[src/rtl/bert_sync_pkg.sv]
package bert_sync_pkg;

    // Controller phase: hunting for a run of matches, or measuring.
    typedef enum logic [0:0] {
        SYNC_ACQ  = 1'b0,
        SYNC_LOCK = 1'b1
    } sync_state_e;

    // Defaults shared by the top and its checker.
    localparam int DEF_WIN_LEN   = 100;
    localparam int DEF_ERR_LIMIT = 30;
    localparam int DEF_TOT_W     = 32;
    localparam int DEF_RUN_W     = 8;
    localparam int DEF_STATE_W   = 8;

    // Per-strobe bit event presented to the accounting logic.
    typedef struct packed {
        logic strobe;
        logic err;
    } bit_evt_t;

endpackage

[src/rtl/bert_run_counter.sv]
module bert_run_counter
    import bert_sync_pkg::*;
#(
    parameter int RUN_W = DEF_RUN_W
) (
    input  logic             clk,
    input  logic             rst,
    input  logic             strobe,
    input  logic             match,
    input  logic [RUN_W-1:0] target,
    input  logic             loss,
    output logic             locked
);

    sync_state_e      st_q;
    logic [RUN_W-1:0] run_q;
    logic [RUN_W:0]   run_inc;
    logic             run_done;

    // Run never exceeds target-1 in acquisition, so the increment fits.
    assign run_inc  = {1'b0, run_q} + {{RUN_W{1'b0}}, 1'b1};
    assign run_done = run_inc >= {1'b0, target};

    always_ff @(posedge clk) begin
        if (rst) begin
            st_q  <= SYNC_ACQ;
            run_q <= '0;
        end else begin
            unique case (st_q)
                SYNC_ACQ: begin
                    if (strobe) begin
                        if (!match) begin
                            run_q <= '0;
                        end else if (run_done) begin
                            st_q  <= SYNC_LOCK;
                            run_q <= '0;
                        end else begin
                            run_q <= run_inc[RUN_W-1:0];
                        end
                    end
                end
                SYNC_LOCK: begin
                    if (loss) begin
                        st_q  <= SYNC_ACQ;
                        run_q <= '0;
                    end
                end
                default: begin
                    st_q  <= SYNC_ACQ;
                    run_q <= '0;
                end
            endcase
        end
    end

    assign locked = (st_q == SYNC_LOCK);

endmodule

[src/rtl/bert_err_window.sv]
module bert_err_window
    import bert_sync_pkg::*;
#(
    parameter int WIN_LEN   = DEF_WIN_LEN,
    parameter int ERR_LIMIT = DEF_ERR_LIMIT
) (
    input  logic     clk,
    input  logic     rst,
    input  bit_evt_t evt,
    input  logic     locked,
    output logic     loss
);

    localparam int WIN_W  = (WIN_LEN > 1) ? $clog2(WIN_LEN) : 1;
    localparam int ELIM_W = $clog2(ERR_LIMIT + 2);

    localparam logic [WIN_W-1:0]  WIN_LAST = WIN_W'(WIN_LEN - 1);
    localparam logic [ELIM_W-1:0] ERR_TOP  = ELIM_W'(ERR_LIMIT);

    logic [WIN_W-1:0]  win_bits_q;
    logic [ELIM_W-1:0] win_errs_q;

    // Loss fires on the strobe that would push the window past the limit.
    assign loss = locked && evt.strobe && evt.err && (win_errs_q == ERR_TOP);

    always_ff @(posedge clk) begin
        if (rst || !locked) begin
            win_bits_q <= '0;
            win_errs_q <= '0;
        end else if (evt.strobe) begin
            if (loss || (win_bits_q == WIN_LAST)) begin
                win_bits_q <= '0;
                win_errs_q <= '0;
            end else begin
                win_bits_q <= win_bits_q + WIN_W'(1);
                win_errs_q <= win_errs_q + ELIM_W'(evt.err);
            end
        end
    end

endmodule

[src/rtl/bert_sat_counter.sv]
module bert_sat_counter #(
    parameter int W = 32
) (
    input  logic         clk,
    input  logic         rst,
    input  logic         clr,
    input  logic         inc,
    output logic [W-1:0] cnt
);

    always_ff @(posedge clk) begin
        if (rst || clr) begin
            cnt <= '0;
        end else if (inc && (cnt != {W{1'b1}})) begin
            cnt <= cnt + W'(1);
        end
    end

endmodule

[src/rtl/bert_sync_ctrl.sv]
module bert_sync_ctrl
    import bert_sync_pkg::*;
#(
    parameter int STATE_W   = DEF_STATE_W,
    parameter int RUN_W     = DEF_RUN_W,
    parameter int WIN_LEN   = DEF_WIN_LEN,
    parameter int ERR_LIMIT = DEF_ERR_LIMIT,
    parameter int TOT_W     = DEF_TOT_W
) (
    input  logic               clk,
    input  logic               rst,
    input  logic               bit_en,
    input  logic               rx_bit,
    input  logic               ref_bit,
    input  logic               state_match,
    input  logic [RUN_W-1:0]   lock_target,
    input  logic               clr_totals,
    input  logic [STATE_W-1:0] rx_state,
    input  logic [STATE_W-1:0] ref_state,
    output logic [STATE_W-1:0] cmp_rx_state,
    output logic [STATE_W-1:0] cmp_ref_state,
    output logic               locked,
    output logic               force_zero,
    output logic               search_req,
    output logic [TOT_W-1:0]   err_total,
    output logic [TOT_W-1:0]   bit_total
);

    bit_evt_t evt;
    logic     loss;
    logic     lock_q;

    assign evt.strobe = bit_en;
    assign evt.err    = rx_bit ^ ref_bit;

    bert_run_counter #(.RUN_W(RUN_W)) u_run (
        .clk    (clk),
        .rst    (rst),
        .strobe (bit_en),
        .match  (state_match),
        .target (lock_target),
        .loss   (loss),
        .locked (lock_q)
    );

    bert_err_window #(.WIN_LEN(WIN_LEN), .ERR_LIMIT(ERR_LIMIT)) u_win (
        .clk    (clk),
        .rst    (rst),
        .evt    (evt),
        .locked (lock_q),
        .loss   (loss)
    );

    bert_sat_counter #(.W(TOT_W)) u_bits (
        .clk (clk),
        .rst (rst),
        .clr (clr_totals),
        .inc (lock_q && evt.strobe),
        .cnt (bit_total)
    );

    bert_sat_counter #(.W(TOT_W)) u_errs (
        .clk (clk),
        .rst (rst),
        .clr (clr_totals),
        .inc (lock_q && evt.strobe && evt.err),
        .cnt (err_total)
    );

    assign locked        = lock_q;
    assign force_zero    = lock_q;
    assign search_req    = !lock_q;
    assign cmp_rx_state  = force_zero ? '0 : rx_state;
    assign cmp_ref_state = force_zero ? '0 : ref_state;

endmodule

[config.mk]
export PLATFORM = sky130hd
export DESIGN_NAME = bert_sync_ctrl
export DESIGN_NICKNAME = d
export VERILOG_FILES = /design/src/rtl/bert_sync_pkg.sv /design/src/rtl/bert_run_counter.sv /design/src/rtl/bert_err_window.sv /design/src/rtl/bert_sat_counter.sv /design/src/rtl/bert_sync_ctrl.sv
export SDC_FILE = /design/constraint.sdc
export NUM_CORES = 1
export LEC_CHECK = 0
export BUFFER_PORTS_ARGS = -buffer_cell sky130_fd_sc_hd__clkbuf_2
export CAP_MARGIN = 10
export CORE_ASPECT_RATIO = 2
export CORE_MARGIN = 4
export CORE_UTILIZATION = 40
export CTS_BUF_LIST = sky130_fd_sc_hd__clkbuf_8
export DETAILED_ROUTE_END_ITERATION = 16
export GPL_ROUTABILITY_DRIVEN = 0
export PLACE_DENSITY_LB_ADDON = 0.2
export REMOVE_ABC_BUFFERS = 1
export SYNTH_ARGS = -nofsm -noshare
export SYNTH_HDL_FRONTEND = slang
export SYNTH_HIERARCHICAL = 1
export SYNTH_SLANG_ARGS = --single-unit
[constraint.sdc]
create_clock -name clk -period 2.7 [get_ports clk]
set_input_delay 0.81 -clock clk [delete_from_list [all_inputs] [get_ports clk]]
set_output_delay 0.81 -clock clk [all_outputs]
set_load 0.05 [all_outputs]
==> results.toml <==
[yosys]
yosysWarnings = 6
yosysTopAreaCellShare = 0.358
ys_top_cells_by_area = "dfxtp_1 (36%), a21oi_1 (5.1%), or3_1 (4.2%), ha_1 (3.7%), nand3_1 (3.0%)"
ys_seq_elements = 85
synth_edf_count = 0
async_flop_share = 0
synthFlopType = "dfxtp_1"
synth_cells = 539
synth_cell_type_count = 52
netlist_area_mm2 = 0.00475
yosysSeqAreaShare = 0.358
synth_largest_area_cell = "dfxtp_1"
avgSynthCellArea_um2 = 8.81

[sta]
hold_viol = 0
slew_violations = 0
fmax_mhz = 386
finalCriticalPeriod_ns = 2.59
maxSlewHeadroom = 0.475
setup-violations-final = 0
fin_tns_setup_ns = 0
worst_pin_slew_ns = 0.775
fin_worst_skew_ns = 0.0132
rsz0062_at_grt = "no"
fin_crit_sh = 0.961

[drt]
wl_per_cell_um = 15.1
final_antenna_net_count = 0
routed_via_density = 5.61
drc = 0
finalWirelength_mm = 12.2
via_count = 4542
drtIter0Drc = 189
first_pass_iters = 4

[finish]
most-common-layout-cells = "clkbuf_2 (113), dfxtp_1 (85), a21oi_1 (48)"
final_nets = 704
final_cells = 809
drive_above_1_share = 0.306
num_antenna_cells = 0
final_area_mm2 = 0.00566
final_common_cell = "clkbuf_2"
area_delta_synth_final_pct = 19.2

[power_and_ir_drop]
p_sw_w = 0.000586
power.internal_w = 0.00176
comb_power_share = 0.065
powerDensity_mw_per_mm2 = 414
leakage_nw = 2.07
vdd.ir_drop.worst_v = 0.000248
p_sw_frac = 0.250
pwr-share-clk = 0.399
p_seq_frac = 0.536

[floorplanning]
boundaryPins = 114
die_x_um = 85.1
core_area_mm2 = 0.0117
die_area_mm2 = 0.0138
dieHeight_um = 162
start_util = 0.406
rows = 56

[grt]
grt_pass1_wl_mm = 20.3
grt_max_degree = 33
grt_pass1_vias = 4489
grt_overflow = 0
gr-usage-all-layers = 0.177
antenna_found_initial = 0

[worst_setup_path]
worstSetupStartpointType = "flop"
reg2reg_from = "u_run/run_q[1]$_SDFFE_PP0P_"
ff2ff_setup_slack_ns = 0.11
endpoint_kind = "flop"
crit_path_cell_trace = "ha_1 -> nand3_1 -> nor2_1 -> xnor2_1 -> ha_1 -> a21o_1 -> a221o_1 -> a211oi_4 -> buf_4 -> a21o_1 -> a22o_1"
worstPathMaxFanout = 6
arrival_ns = 2.89
max_stage_delay_ns = 0.40
critPathRequiredTime_ns = 3.00
worstSetupPathType = "flop to flop"
critPathSlowestCell = "a221o_1"
crit_start = "u_run/run_q[1]$_SDFFE_PP0P_"

[placement]
dp.cells = 792
port_buffers = 113
dp_hpwl_mm = 9.30
placed_area_mm2 = 0.00545

[status]
status = "finished, final reports clean"

[cts]
path_clk_slew_ns = 0.09
insertion_delay_ns = 0.36
ctsHtreeMaxLevel = 3
clock-root-buffer = "clkbuf_8"
post_cts_buffers = 0
postCtsHoldBufs = 0
clockBufferDepth = 2
clkSinkCount = 85
cts-buffers-inserted = 9
cts.repair.resized = 0
cts_tree = "built"

[run]
cap_violations = 0

[worst_hold_path]
hp-start = "u_bits/cnt[30]$_SDFFE_PP0P_"
min_path_type = "flop to flop"
[final timing paths]
path / to / cells after the start
max: u_run/run_q[4]$_SDFFE_PP0P_ / 11
min: u_bits/cnt[30]$_SDFFE_PP0P_ / 2
max reg2reg: u_run/run_q[4]$_SDFFE_PP0P_ / 11
min reg2reg: u_bits/cnt[30]$_SDFFE_PP0P_ / 2
[cell usage after synthesis (all sizes together) (2+ instances only)]
cell type,n
dfxtp,85
a21oi,62
o21ai,46
nand2,40
or3,40
nand3,28
nand4,23
o31ai,22
or4,20
inv,17
and4,14
ha,14
nor2b,14
buf,13
nor2,13
nor3,11
xor2,10
and3,9
and2b,7
xnor2,7
clkbuf,6
or2,6
mux2i,5
a211oi,4
a21o,4
and2,4
o311ai,4
a32o,3
dlygate4sd1,2
[stage by stage]
stage          total power [W]  worst slack, ns   util  hold slack [ns]
6_report               0.00234            0.106  0.484            0.507
4_1_cts                0.00237           0.0326  0.483            0.509
5_1_grt                0.00244          0.00531  0.484            0.537
3_5_place_dp           0.00144           0.0408  0.466            0.492
3_3_place_gp           0.00143            0.190  0.466            0.479
2_1_floorplan          0.00138           -0.230      -            0.463
[state kept, by name (all words and copies together) (netlist names)]
signal            flops
u_run/run_q           8
u_bits/cnt           32
u_win/win_bits_q      7
u_errs/cnt           32
u_run/locked          1
u_win/win_errs_q      5
[layout make-up]
cell class	count	area, um2
Inverter	17	63.8
Timing Repair Buffer	130	693
Fill cell	1154	6040
Sequential cell	85	1700
Tap cell	145	181
Clock buffer	10	138
Clock inverter	6	63.8
Multi-Input combinational cell	416	2820
[routing by layer]
| layer | GRT usage | routed length, um | share of wire | up-vias |
|---|---|---|---|---|
| met2 | 0.352 | 6920 | 0.57 | 80 |
| met1 | 0.172 | 4550 | 0.37 | 2175 |
| met3 | 0.0371 | 499 | 0.041 | 18 |
| met5 | 0 | 0 | 0 | - |
| li1 | - | - | - | 2269 |
| met4 | 0.0634 | 217 | 0.018 | 0 |
[cell families after synthesis]
kind of cell,after synthesis,share of synthesized area
and+or+nand+nor,232,0.300
DFF,85,0.358
xor gates and xnor gates,17,0.0313
muxes,5,0.0105
adders and majority gates,14,0.0369
AOI/OAI and AO/OA,148,0.215
buffers and inverters,38,0.0479
[critical path, delay by kind of cell (launching register included)]
kind | cells | cell delay, ns
AND/OR/NAND/NOR | 2 | 0.29
flip-flops | 1 | 0.38
XOR/XNOR | 1 | 0.18
adder cells (fa/ha/maj) | 2 | 0.49
buffers and inverters | 1 | 0.20
AO/OA/AOI/OAI | 5 | 1.02
[power groups by stage]
stage / clock network [W] / logic [W] / registers [W]
finish: 0.000935 / 0.000152 / 0.00125
global placement: 0 / 0.000150 / 0.00128
detailed placement: 0 / 0.000152 / 0.00128
floorplan: 0 / 0.0000936 / 0.00129
global route: 0.00102 / 0.000164 / 0.00126
CTS: 0.000967 / 0.000153 / 0.00125
Note: power is estimated with default switching activity, not from simulation.
